File: config.mk
export PLATFORM = sky130hd
export DESIGN_NAME = bit_test_unit
export DESIGN_NICKNAME = d
export VERILOG_FILES = /design/src/rtl/bit_test_unit.sv
export SDC_FILE = /design/constraint.sdc
export NUM_CORES = 1
export LEC_CHECK = 0
export BUFFER_PORTS_ARGS = -buffer_cell sky130_fd_sc_hd__buf_2
export CORE_UTILIZATION = 40
export CTS_BUF_LIST = sky130_fd_sc_hd__clkbuf_8
export DETAILED_ROUTE_END_ITERATION = 10
export PLACE_DENSITY = 0.61
export SYNTH_ARGS = -nofsm -noshare
export SYNTH_HDL_FRONTEND = slang
export SYNTH_SLANG_ARGS = --single-unit
File: constraint.sdc
create_clock -name clk -period 5.8 [get_ports clk]
set_input_delay 0.29 -clock clk [delete_from_list [all_inputs] [get_ports clk]]
set_output_delay 0.29 -clock clk [all_outputs]
set_load 0.1 [all_outputs]
File: src/rtl/bit_test_unit.sv
module bit_test_unit #(
  parameter int AW = 32,
  parameter int FLAG_W = 8
) (
  input  logic              clk,
  input  logic              rst_n,
  input  logic              req_valid,
  output logic              req_ready,
  input  logic [7:0]        opc,
  input  logic [2:0]        modrm_reg,
  input  logic [1:0]        size_sel,
  input  logic              use_mem,
  input  logic [63:0]       opnd_reg,
  input  logic [63:0]       idx_reg,
  input  logic [5:0]        imm_idx,
  input  logic [AW-1:0]     base_addr,
  input  logic [FLAG_W-1:0] flags_in,
  output logic [FLAG_W-1:0] flags_out,
  output logic [63:0]       result,
  output logic              done,
  output logic              undef_op,
  output logic              mem_req,
  output logic              mem_we,
  output logic [AW-1:0]     mem_addr,
  output logic [1:0]        mem_size,
  output logic [63:0]       mem_wdata,
  input  logic [63:0]       mem_rdata,
  input  logic              mem_ack
);

  localparam logic [1:0] OP_TEST = 2'd0;
  localparam logic [1:0] OP_RST  = 2'd2;

  typedef enum logic [1:0] {S_IDLE, S_EXEC, S_LOAD, S_STORE} state_t;

  state_t            state;
  logic [1:0]        op_q, sz_q;
  logic [5:0]        pos_q;
  logic [63:0]       opnd_q, res_q, wdat_q;
  logic [AW-1:0]     addr_q;
  logic [FLAG_W-1:0] flg_q, flg_out_q;
  logic              done_q, ud_q;

  logic              dec_ud, dec_imm;
  logic [1:0]        dec_op;

  always_comb begin
    dec_ud  = 1'b0;
    dec_imm = 1'b0;
    dec_op  = OP_TEST;
    case (opc)
      8'hA3: dec_op = 2'd0;
      8'hAB: dec_op = 2'd1;
      8'hB3: dec_op = 2'd2;
      8'hBB: dec_op = 2'd3;
      8'hBA: begin
        dec_imm = 1'b1;
        dec_op  = modrm_reg[1:0];
        dec_ud  = ~modrm_reg[2];
      end
      default: dec_ud = 1'b1;
    endcase
  end

  logic [63:0]        wm_in, wm;
  logic [5:0]         pm_in, pos_in;
  logic [2:0]         sh_in;
  logic signed [63:0] off_in, word_in;
  logic [AW-1:0]      addr_in;

  always_comb begin
    case (size_sel)
      2'd0: begin wm_in = 64'h0000_0000_0000_FFFF; pm_in = 6'd15; sh_in = 3'd4;
                  off_in = {{48{idx_reg[15]}}, idx_reg[15:0]}; end
      2'd1: begin wm_in = 64'h0000_0000_FFFF_FFFF; pm_in = 6'd31; sh_in = 3'd5;
                  off_in = {{32{idx_reg[31]}}, idx_reg[31:0]}; end
      default: begin wm_in = '1; pm_in = 6'd63; sh_in = 3'd6;
                  off_in = idx_reg; end
    endcase
    pos_in  = (dec_imm ? imm_idx : idx_reg[5:0]) & pm_in;
    word_in = off_in >>> sh_in;
    addr_in = (use_mem && !dec_imm) ? base_addr + AW'(word_in <<< (sh_in - 3'd3))
                                    : base_addr;
  end

  always_comb begin
    case (sz_q)
      2'd0:    wm = 64'h0000_0000_0000_FFFF;
      2'd1:    wm = 64'h0000_0000_FFFF_FFFF;
      default: wm = '1;
    endcase
  end

  logic [63:0] seedv, rmask, src, newv;
  logic [15:0] s16;
  logic [31:0] s32;
  logic        cf;

  assign seedv = ((op_q == OP_RST) ? ~64'd1 : 64'd1) & wm;
  assign s16   = seedv[15:0];
  assign s32   = seedv[31:0];

  always_comb begin
    case (sz_q)
      2'd0:    rmask = {48'd0, (s16 << pos_q[3:0]) | (s16 >> (5'd16 - {1'b0, pos_q[3:0]}))};
      2'd1:    rmask = {32'd0, (s32 << pos_q[4:0]) | (s32 >> (6'd32 - {1'b0, pos_q[4:0]}))};
      default: rmask = (seedv << pos_q) | (seedv >> (7'd64 - {1'b0, pos_q}));
    endcase
  end

  assign src = (state == S_EXEC) ? opnd_q : (mem_rdata & wm);
  assign cf  = src[pos_q];

  always_comb begin
    case (op_q)
      2'd0:    newv = src;
      2'd1:    newv = src | rmask;
      2'd2:    newv = src & rmask;
      default: newv = src ^ rmask;
    endcase
  end

  always_ff @(posedge clk or negedge rst_n) begin
    if (!rst_n) begin
      state     <= S_IDLE;
      op_q      <= '0;
      sz_q      <= '0;
      pos_q     <= '0;
      opnd_q    <= '0;
      res_q     <= '0;
      wdat_q    <= '0;
      addr_q    <= '0;
      flg_q     <= '0;
      flg_out_q <= '0;
      done_q    <= 1'b0;
      ud_q      <= 1'b0;
    end else begin
      done_q <= 1'b0;
      ud_q   <= 1'b0;
      case (state)
        S_IDLE: if (req_valid) begin
          if (dec_ud) begin
            done_q    <= 1'b1;
            ud_q      <= 1'b1;
            flg_out_q <= flags_in;
          end else begin
            op_q   <= dec_op;
            sz_q   <= size_sel;
            pos_q  <= pos_in;
            opnd_q <= opnd_reg & wm_in;
            flg_q  <= flags_in;
            addr_q <= addr_in;
            state  <= use_mem ? S_LOAD : S_EXEC;
          end
        end
        S_EXEC: begin
          res_q     <= newv;
          flg_out_q <= {flg_q[FLAG_W-1:1], cf};
          done_q    <= 1'b1;
          state     <= S_IDLE;
        end
        S_LOAD: if (mem_ack) begin
          res_q     <= newv;
          flg_out_q <= {flg_q[FLAG_W-1:1], cf};
          if (op_q == OP_TEST) begin
            done_q <= 1'b1;
            state  <= S_IDLE;
          end else begin
            wdat_q <= newv;
            state  <= S_STORE;
          end
        end
        S_STORE: if (mem_ack) begin
          done_q <= 1'b1;
          state  <= S_IDLE;
        end
        default: state <= S_IDLE;
      endcase
    end
  end

  assign req_ready = (state == S_IDLE);
  assign mem_req   = (state == S_LOAD) || (state == S_STORE);
  assign mem_we    = (state == S_STORE);
  assign mem_addr  = addr_q;
  assign mem_size  = sz_q;
  assign mem_wdata = wdat_q;
  assign result    = res_q;
  assign flags_out = flg_out_q;
  assign done      = done_q;
  assign undef_op  = ud_q;

endmodule


=== Word level (Yosys, flattened, before mapping) ===
Index checks and enable logic that the tools add are counted.

* Input bits: 256
* Word-level logic and storage cells: 107
* Register bits: 254

* Bitwise logic cells: 13
* Shift-type cells: 8
* Muxes and demuxes: 36
* Equality and inequality tests: 17
* $add $sub $neg: 5
* Magnitude comparators: 1
* Reduce and logical (&&, ||, !) cells: 15

{| class="wikitable"
|+ Operators by type and width
! cell !! number
|-
| case mux 64 bit (2 select lines) || 5
|-
| bitwise AND 64 bit || 4
|-
| two-way mux 64 bit || 3
|-
| case mux 64 bit (3 select lines) || 1
|-
| bitwise OR 64 bit || 2
|-
| left shift 64 x 6 -> 64 bit || 1
|-
| right shift 64 x 7 -> 64 bit || 1
|-
| <<< shifter 64 x 3 -> 32 bit || 1
|-
| >>> shifter 64 x 3 -> 64 bit || 1
|-
| bitwise XOR 64 bit || 1
|-
| equality test 8 bit (second input constant) || 5
|-
| adder 32 bit || 1
|-
| two-way mux 32 bit || 1
|-
| bitwise OR 32 bit || 1
|-
| left shift 32 x 5 -> 32 bit || 1
|-
| right shift 32 x 6 -> 32 bit || 1
|-
| two-way mux 8 bit || 3
|-
| case mux 8 bit (3 select lines) || 1
|-
| bitwise OR 16 bit || 1
|-
| case mux 2 bit (4 select lines) || 2
|-
| left shift 16 x 4 -> 16 bit || 1
|-
| right shift 16 x 5 -> 16 bit || 1
|-
| two-way mux 2 bit || 6
|-
| case mux 6 bit (2 select lines) || 1
|-
| 27 further kinds || 49
|}

=== Logic depth before layout (Yosys ltp) ===
Gate-level depths: netlist (run 1).

* Word-level depth: 10
* Mapped depth: 19
* Gate-level depth less buffers: 16

=== Worst setup path before layout (run 1) ===
OpenSTA, ideal clock, no wires.

* Path kind: reg2reg
* Start point: register op_q[0]
* End point: register wdat_q[25], in the netlist mem_wdata[25]
* Slack: 2.134 ns
* Arrival time: 3.536 ns
* Stages on the path, launching flop included: 18
* Clock period less this slack: 3.666 ns
* Setup time: 0.130 ns
* Cell sequence: dfrtp_1 clkbuf_1 nor2b_1 clkbuf_1 buf_1 clkbuf_1 ha_1 nor2_1 a21oi_1 a2bb2oi_1 nor2_1 a221o_1 a22o_1 ha_1 nand2_1 o21ai_0 a21oi_1 o21ai_0

* Longest elaborated chain between the ends: 8

{| class="wikitable"
|+ Ends and longest elaborated chain
! what !! RTL line !! RTL
|-
| from (decl) || 37 || <nowiki>logic [1:0] op_q, sz_q;</nowiki>
|-
| from (signal assigned) || 147 || <nowiki>op_q <= dec_op;</nowiki>
|-
| equality test 2 bit || 99, 115 ||
|-
| two-way mux 64 bit || 99 || <nowiki>assign seedv = ((op_q == OP_RST) ? ~64'd1 : 64'd1) & wm;</nowiki>
|-
| bitwise AND 64 bit || 99 ||
|-
| right shift 64 x 7 -> 64 bit (tied with other cells) || 107 || <nowiki>default: rmask = (seedv << pos_q) | (seedv >> (7'd64 - {1'b0, pos_q}));</nowiki>
|-
| bitwise OR 64 bit or bitwise OR 32 bit (tied branches) || 107, 106 ||
|-
| case mux 64 bit (2 select lines) || 104 || <nowiki>case (sz_q)</nowiki>
|-
| bitwise XOR 64 bit (tied with other cells) || 119 || <nowiki>default: newv = src ^ rmask;</nowiki>
|-
| case mux 64 bit (3 select lines) || 115 || <nowiki>case (op_q)</nowiki>
|-
| to (signal assigned) || 169 || <nowiki>wdat_q <= newv;</nowiki>
|-
| to (decl) || 39 || <nowiki>logic [63:0] opnd_q, res_q, wdat_q;</nowiki>
|}

Several ways; a longest one is shown, not always the timed one.
A chain may end at the register's enable or synchronous reset.

=== Worst setup path in the final report (run 1) ===
* Start point: register op_q[1]
* End point: register wdat_q[60], in the netlist mem_wdata[60]

* Longest elaborated chain between the ends: 8

{| class="wikitable"
|+ Ends and longest elaborated chain
! what !! RTL line
|-
| equality test 2 bit || 99, 115
|-
| two-way mux 64 bit || 99
|-
| bitwise AND 64 bit || 99
|-
| right shift 64 x 7 -> 64 bit or left shift 64 x 6 -> 64 bit (tied branches) || 107
|-
| bitwise OR 64 bit || 107
|-
| case mux 64 bit (2 select lines) || 104
|-
| bitwise XOR 64 bit (tied with other cells) || 119
|-
| case mux 64 bit (3 select lines) || 115
|}

Several ways; a longest one is shown, not always the timed one.

==> results of run 1 <==
-- report_power, final --
part,switching (mW),total [mW],internal [mW]
logic,6.00,7.96,1.95
registers,0.302,2.49,2.19
clock network,0.781,1.77,0.990
-- metrics by stage --
stage          instance area, um2  setup WS (ns)  cells   util
2_1_floorplan               21000           2.13   2846      -
3_3_place_gp                23600           1.24   3777  0.457
3_5_place_dp                23600           1.25   3777  0.457
4_1_cts                     25700           1.22   3974  0.498
5_1_grt                     25700          0.834   3977  0.498
6_report                    25700           1.04   3982  0.498
-- flip-flops by register name, summed over array words and instances (netlist names) --
| name | count |
|---|---|
| mem_wdata | 64 |
| opnd_q | 64 |
| result | 64 |
| mem_addr | 32 |
| flags_out | 8 |
| flg_q | 7 |
| pos_q | 6 |
| mem_size | 2 |
| op_q | 2 |
| state | 2 |
| done | 1 |
| undef_op | 1 |
-- cells in the final DEF (no fill, tap or decap), types with 12 or more instances in the layout --
master	instances
a211oi_1	17
a21o_1	34
a21oi_1	294
a22oi_1	22
a31oi_1	26
and2_1	15
buf_2	400
buf_4	73
clkbuf_8	55
dfrtp_1	249
dlygate4sd3_1	116
ha_1	166
inv_1	134
mux2i_1	106
mux4_2	20
nand2_1	589
nand2b_1	18
nand3_1	63
nor2_1	298
nor3_1	27
o211ai_1	23
o21a_1	46
o21ai_0	289
o221ai_1	12
o22ai_1	12
xnor2_1	19
-- routing by layer --
metal	wire length, um	vias up
met5	40	-
li1	-	10628
met2	38300	1011
met1	36800	10620
met3	7410	207
met4	3700	8
-- path summary, 6_finish.rpt --
kind / slack [ns] / end / startpoint
worst max-delay path: 1.04 / mem_wdata[60] / op_q[1]
worst min-delay path: 0.04 / mem_addr[8] / base_addr[8]
worst max register to register: 1.04 / mem_wdata[60] / op_q[1]
worst min register to register: 0.47 / opnd_q[28] / opnd_q[28]
max in group asynchronous: 4.32 / mem_size[1] / rst_n
min in group asynchronous: 0.26 / mem_wdata[16] / rst_n
-- Yosys cell counts (3+ instances only) --
cell type,count
nand2_1,589
nor2_1,299
a21oi_1,294
o21ai_0,289
dfrtp_1,253
clkbuf_1,169
ha_1,167
inv_1,117
mux2i_1,106
nand3_1,64
o21a_1,46
a21o_1,34
nor3_1,28
a31oi_1,26
buf_2,26
o211ai_1,23
a22oi_1,22
xnor2_1,21
mux4_2,20
buf_1,18
nand2b_1,18
a211oi_1,17
and2_1,15
o221ai_1,12
o22ai_1,12
a22o_1,11
nor2b_1,11
xor2_1,10
and3_1,9
o21ai_1,9
or3_1,9
or2_2,8
buf_6,7
o31ai_1,7
buf_4,6
a221oi_1,5
a311oi_1,4
clkinv_1,4
o31a_1,4
a221o_1,3
nand4_1,3
o21bai_1,3
-- what timing repair did --
item | 4_1_cts | 5_1_grt
hold endpoints to repair | 198 | 0
setup endpoints to repair | 0 | 0
hold buffers | 116 | 0
-- layout make-up --
type | count | share of cell area
multi-input cells | 2245 | 0.517
flip-flops and latches | 253 | 0.247
repair buffers | 593 | 0.147
well taps | 680 | 0.0331
clock buffers | 55 | 0.0294
inverters | 122 | 0.0178
clock inverters | 26 | 0.00750
diodes | 8 | 0.000779
-- logic make-up after synthesis --
| logic type | after synthesis | share of synthesized area |
|---|---|---|
| simple gates | 1066 | 0.207 |
| compound gates | 851 | 0.237 |
| buf+inv | 348 | 0.0673 |
| flops | 253 | 0.302 |
| fa+ha+maj | 168 | 0.100 |
| mux | 128 | 0.0731 |
| xor+xnor | 31 | 0.0129 |
| other cells | 1 | 0.000179 |
-- worst min-delay path: stages --
cell	delay, ns
buf_2	0.10
a21oi_1	0.06
o21ai_0	0.17
==> results.ini, run 1 <==
[route]
vias_per_cell=5.64
drc=0
ant_nets=0
drt-pass1-iter-count=6
via_count=22474
dr.first_iter.drc_count=1990
wl_per_cell_um=21.7
wl_um=86300

[global_routing]
grt_pass1_wl_um=130000
busiest_layer=met2
grt_use_met3=0.0785
use_met2=0.496
grt.total_usage=0.319
overflow=0
grt_pass1_vias=21618
antenna_found_initial=11
use_met1=0.422
grt_max_degree=131

[sta]
final_max_slew_viol_count=0
skew_ns=0.0282
slew_headroom=0.133
clock.fmax_mhz=210
rsz0062_at_grt=false
finalHoldViolCount=0
setup_violations=0
period_share=0.821
min_period_ns=4.76
fin_hold_ws_ns=0.0404
worst_slew_pin_slew_ns=1.29
tns_ns=0

[synth]
synthFlopType=dfrtp_1
synth_warnings=0
netlist_area_mm2=0.0210
synth_top_area_cell=dfrtp_1
syn-instance-count=2846
synth_top_area_frac=0.302
seq_area_frac_synth=0.302
synthTopCellsByArea=dfrtp_1 30%, nand2_1 11%, ha_1 10%, a21oi_1 7.0%, o21ai_0 6.9%
synth_edf_count=0
async_flop_share=1.00
syn_area_per_cell_um2=7.38
ys_ff_latch=253
synthesis.nets=3270
ys_types=79

[cts]
cts_resized=0
path_clk_slew_ns=0.06
cts_tree=yes
cts_sinks=253
cts_setup_buffers=0
insertion_delay_ns=0.63
ctsLongestPathBuffers=3
h-tree-depth=2
cts_made_buffers=46
cts-root-buf=clkbuf_8

[floorplan]
core_mm2=0.0516
die_w_um=231
start_util=0.407
die_y_um=231
die-area_mm2=0.0534
ios=431
rows=83

[placed_design]
dpl.hpwl_um=63600
gp_congestion=1.01
portBuffers=401

[final_layout]
multiInputGateArea_mm2=0.0133
n_fill_cell=5110
final_nets=3685
regArea_mm2=0.00634
drive_above_1_share=0.181
area_delta_synth_final_pct=22.5

[setup_path]
startpoint_type=flop
path_cells=nor2b_1 -> clkinv_1 -> ha_1 -> nor2b_1 -> nand2_1 -> nand2_1 -> a22oi_1 -> nor2_1 -> nor3_1 -> buf_4 -> nand2b_1 -> ha_1 -> nand2_1 -> o21ai_0 -> a21oi_1 -> o21ai_0
crit_cells=16
cp_common_cell=nand2_1
worstSetupEndpointType=flop
max_stage_delay_ns=0.81
worstSetupPathType=flop to flop
crit_path_top_delay_cell=dfrtp_4
r2r_cells=16
crit_required_ns=6.29
cpLargestDelayFamily=simple AND/OR/NAND/NOR gates
crit_path_max_fanout=51
crit_arrival_ns=5.25
cp_num_buf_inv=2

[job]
cap_violations=0

[power_and_ir_drop]
p_per_area_mw_per_mm2=475
ir_drop_uv=427
power_leakage_nw=12.5
total_power_mw=12.2

[worst_hold_path]
whs_path_depth=3
hold_class=input pin to flop

[run_status]
status=finished, final reports clean

Power figures use the tool's default switching activity.
==> inputs of run 2 (changes only) <==
clock period = 4.74 ns   (was 5.8 ns; I/O delays follow)
==> run 2 against run 1 <==
  * Core utilization is 1.8 points higher
  * Clock skew increased by 0.016 ns
  * Wire length increased by 4.1%
  * Worst hold slack better by 0.037 ns
  * First-iteration DRC count shrank 1.9%
  * Critical path depth down 2
==> results.ini, run 2 (synthesis gave the netlist of run 1 again) <==
[floorplan]
start_util=0.407
ios=431
core_mm2=0.0516
die-area_mm2=0.0534
die_y_um=231
rows=83
die_w_um=231

[power_and_ir_drop]
p_per_area_mw_per_mm2=580
total_power_mw=15.4
power_leakage_nw=13.1
ir_drop_uv=400

[setup_path]
worstSetupEndpointType=flop
cpLargestDelayFamily=compound AO/OA/AOI/OAI gates
path_cells=clkinv_1 -> ha_1 -> nor2_1 -> a21oi_1 -> a2bb2oi_1 -> nor2_1 -> a221o_1 -> a22o_1 -> ha_1 -> nand2_1 -> o21ai_0 -> a21oi_1 -> buf_4 -> o21ai_0
r2r_start=pos_q[0]
startpoint_type=flop
crit_path_max_fanout=9
worstSetupPathType=flop to flop
crit_path_top_delay_cell=dfrtp_1
max_stage_delay_ns=0.61
r2r_cells=14
timing.rr.end=mem_wdata[25]
cp_num_buf_inv=2
r2r_setup_slack_ns=0.46
crit_cells=14
crit_arrival_ns=4.77
crit_required_ns=5.23

[route]
wl_per_cell_um=21.9
drt-pass1-iter-count=5
wl_um=89900
via_count=23019
drc=0
dr.first_iter.drc_count=1953
vias_per_cell=5.62
ant_nets=0

[cts]
cts-root-buf=clkbuf_8
cts_tree=yes
cts_sinks=253
h-tree-depth=2
path_clk_slew_ns=0.06
insertion_delay_ns=0.66
cts_setup_buffers=0
ctsLongestPathBuffers=3
cts_made_buffers=46

[final_layout]
drive_above_1_share=0.207
final_common_cell=nand2_1
final_cells=4098
final_nets=3806
final_core_util=0.516
final_cell_mix=589 x nand2_1, 400 x buf_2, 298 x nor2_1
area_delta_synth_final_pct=26.8

[global_routing]
grt_pass1_vias=22157
grt.total_usage=0.332
overflow=0
grt_pass1_wl_um=135000
grt_max_degree=129
antenna_found_initial=15

[sta]
slew_headroom=0.266
final_max_slew_viol_count=0
min_period_ns=4.28
setup_ws_ns=0.464
tns_ns=0
rsz0062_at_grt=false
finalHoldViolCount=0
clock.fmax_mhz=234
setup_violations=0
period_share=0.902
worst_slew_pin_slew_ns=1.10
skew_ns=0.0443

[run_status]
status=finished, final reports clean

[placed_design]
dpl.cell_count=3890
gp_congestion=1.01
portBuffers=401
dpl.hpwl_um=67700
dpl_worst_slack_ns=0.571

[worst_hold_path]
hold_class=input pin to flop
whs_path_depth=4
min_to=mem_addr[21]
min_from=base_addr[21]

[job]
cap_violations=0

==> run 2: changes by cell type in the layout (fill, tap and decap cells not counted), moves of 2 or more <==
| cell | delta |
|---|---|
| xnor2_1 | +2 |
| buf_12 | +4 |
| dlygate4sd3_1 | +8 |
| buf_4 | +109 |
| inv_1 | -8 |
| xnor2_2 | -2 |
| bufinv_16 | -2 |
| clkinvlp_4 | -2 |
| diode_2 | +3 |
==> run 2: cell type report <==
cell class              instances  area, um2
diodes                         11       27.5
fillers                      5110      25000
inverters                     122        458
clock inverters                17        118
flip-flops and latches        253       6340
multi-input cells            2245      13300
repair buffers                714       4760
clock buffers                  56        771
well taps                     680        851
==> run 2: worst max-delay path by stage <==
stage / startpoint / end
detailed placement: pos_q[0] / mem_wdata[25]
CTS: pos_q[0] / mem_wdata[25]
global placement: pos_q[0] / mem_wdata[25]
finish: pos_q[0] / mem_wdata[25]
floorplan: op_q[0] / mem_wdata[25]
global route: pos_q[0] / mem_wdata[40]
==> run 2: routing by layer <==
metal | GRT usage | vias to the layer above | routed length (um)
met5 | 0 | - | 39
met4 | 0.111 | 6 | 2820
met3 | 0.0732 | 174 | 7060
met2 | 0.522 | 943 | 40500
met1 | 0.449 | 11022 | 39500
li1 | - | 10874 | -
==> run 2: per-stage QoR <==
step / area (um2) / hold slack [ns]
2_1_floorplan: 21000 / -0.0586
4_1_cts: 26600 / 0.0345
5_1_grt: 26600 / 0.0926
3_3_place_gp: 24500 / 0.281
6_report: 26600 / 0.0772
3_5_place_dp: 24500 / 0.297
==> run 2: power breakdown <==
part           switching [mW]  leakage, nW  internal [mW]
clock network           0.986        0.496           1.12
registers               0.333         3.29           2.68
logic                    7.54         9.29           2.78
total                    8.85         13.1           6.58
==> run 2: worst reg2reg max path, delay by kind of cell (launching register included) <==
family          cells  cell delay, ns
compound gates      7            2.09
simple gates        3            0.26
buf+inv             2            0.44
flops               1            0.61
fa+ha+maj           2            0.74
==> run 2: what timing repair did <==
item | 4_1_cts | 5_1_grt
endpoints found under the hold margin | 214 | 0
hold buffers | 124 | 0
gates resized for setup | 0 | 0
==> inputs of run 3 (changes only) <==
TNS_END_PERCENT = 30   (was not set)
clock period = 5.07 ns   (was 4.74 ns; I/O delays follow)
==> run 3 against run 2 <==
  * Critical path depth rose by 1
  * Sequential cell count unchanged
  * First-iteration DRC count increased by 7.7%
  * Maximum frequency is 3.0% lower
  * Combinational power fell by 9%
  * Largest cell class unchanged
  * Register-to-register slack gained 0.20 ns
  * Non-clock buffer count down 60
  * Die area stayed put
  * Via count fell by 0.71%
  * Power is 8.8% lower
  * Cell count fell by 1.4%
  * Clock skew decreased by 0.011 ns
  * Critical endpoint unchanged
==> results.ini, run 3 (synthesis gave the netlist of run 1 again) <==
[sta]
rsz0062_at_grt=false
skew_ns=0.0333
setup_violations=0
worst_slew_pin_slew_ns=1.20
tns_ns=0
finalHoldViolCount=0
slew_headroom=0.189
clock.fmax_mhz=227
min_period_ns=4.41
period_share=0.869
final_max_slew_viol_count=0
setup_ws_ns=0.663

[route]
dr.first_iter.drc_count=2104
ant_nets=0
drt-pass1-iter-count=6
drc=0
vias_per_cell=5.66
wl_um=87800
wl_per_cell_um=21.7
via_count=22855

[floorplan]
start_util=0.407
rows=83
die-area_mm2=0.0534
die_w_um=231
die_y_um=231
ios=431
core_mm2=0.0516

[cts]
cts_made_buffers=46
cts_tree=yes
ctsLongestPathBuffers=3
h-tree-depth=2
cts_setup_buffers=0
path_clk_slew_ns=0.06
cts-root-buf=clkbuf_8
cts_sinks=253
insertion_delay_ns=0.64

[setup_path]
worstSetupPathType=flop to flop
crit_start=pos_q[0]
crit_required_ns=5.53
r2r_setup_slack_ns=0.66
crit_path_top_delay_cell=a2bb2oi_1
crit_arrival_ns=4.87
r2r_start=pos_q[0]
worstSetupEndpointType=flop
r2r_cells=15
max_stage_delay_ns=0.71
startpoint_type=flop
crit_path_max_fanout=8
path_cells=clkinv_1 -> buf_4 -> ha_1 -> nor2_1 -> a21oi_1 -> a2bb2oi_1 -> nor2_1 -> a221o_1 -> a22o_1 -> ha_1 -> nand2_1 -> o21ai_0 -> a21oi_1 -> buf_4 -> o21ai_0
timing.rr.end=mem_wdata[25]
endpoint=mem_wdata[25]

[global_routing]
grt_max_degree=196
grt.total_usage=0.324
use_met2=0.512
grt_use_met3=0.0609
antenna_found_initial=11
grt_pass1_wl_um=132000
use_met1=0.435
overflow=0
busiest_layer=met2
grt_pass1_vias=22015

[power_and_ir_drop]
p_per_area_mw_per_mm2=538
total_power_mw=14.1
power_leakage_nw=12.8
ir_drop_uv=370

[placed_design]
portBuffers=401
place_area_mm2=0.0240
dpl_worst_slack_ns=0.849
dpl.hpwl_um=64800
gp_congestion=1.05

[final_layout]
final_common_cell=nand2_1
area_delta_synth_final_pct=24.7
final_cell_mix=589 x nand2_1, 400 x buf_2, 298 x nor2_1
final_design_area_no_fill_mm2=0.0262
drive_above_1_share=0.193
final_nets=3746
multiInputGateArea_mm2=0.0133
n_fill_cell=5102
regArea_mm2=0.00634
final_core_util=0.507

[worst_hold_path]
min_from=idx_reg[1]
hold_class=input pin to flop

[run_status]
status=finished, final reports clean

[job]
cap_violations=0

run 3: changes by cell type in the layout (fill, tap and decap cells not counted), moves of 2 or more:
cell	previous run	this run
buf_4	182	125
clkbuf_8	56	53
clkinvlp_4	0	2
diode_2	11	8
dlygate4sd3_1	124	121
inv_1	126	132
inv_6	2	0
run 3: worst min path at each step:
stage	endpoint	slack, ns	cells after the start
2_1_floorplan	done	-0.04	0
3_3_place_gp	mem_wdata[27]	0.29	1
3_5_place_dp	mem_wdata[30]	0.30	1
4_1_cts	pos_q[1]	0.0005	3
5_1_grt	pos_q[1]	0.03	3
6_report	pos_q[1]	0.03	3
run 3: stage by stage:
stage,hold WS (ns),instances
final,0.0284,4040
after global routing,0.0294,4036
after CTS,0.000499,4032
after detailed placement,0.298,3833
after global placement,0.286,3833
after floorplan,-0.0421,2846
run 3: layer usage:
layer / vias to the layer above / wire length, um / share of wire
li1: 10720 / - / -
met1: 10833 / 37400 / 0.43
met2: 1087 / 39400 / 0.45
met3: 209 / 7390 / 0.084
met4: 6 / 3660 / 0.042
met5: - / 26 / 0.00030
run 3: critical path: cells and delay by family (launching register included):
kind	cells	cell delay (ns)
compound gates	7	2.29
fa+ha+maj	2	0.83
buf+inv	3	0.46
flops	1	0.35
simple gates	3	0.30
run 3: power breakdown:
part	leakage (nW)	total [mW]	internal [mW]	switching [mW]
combinational	8.98	9.34	2.37	6.97
sequential	3.28	2.80	2.51	0.293
clock	0.515	1.94	1.05	0.890
total	12.8	14.1	5.92	8.16
run 3: layout make-up:
type,instances,area share
inverter,122,0.0175
tap,680,0.0325
timing repair buffer,654,0.165
clock buffer,53,0.0279
clock inverter,25,0.00641
multi-input combinational,2245,0.508
antenna,8,0.000765
sequential,253,0.242
run 3: timing repair:
item / in CTS / in global routing
hold buffers: 121 / 0
gates resized for setup: 0 / 0
hold endpoints to repair: 198 / 0
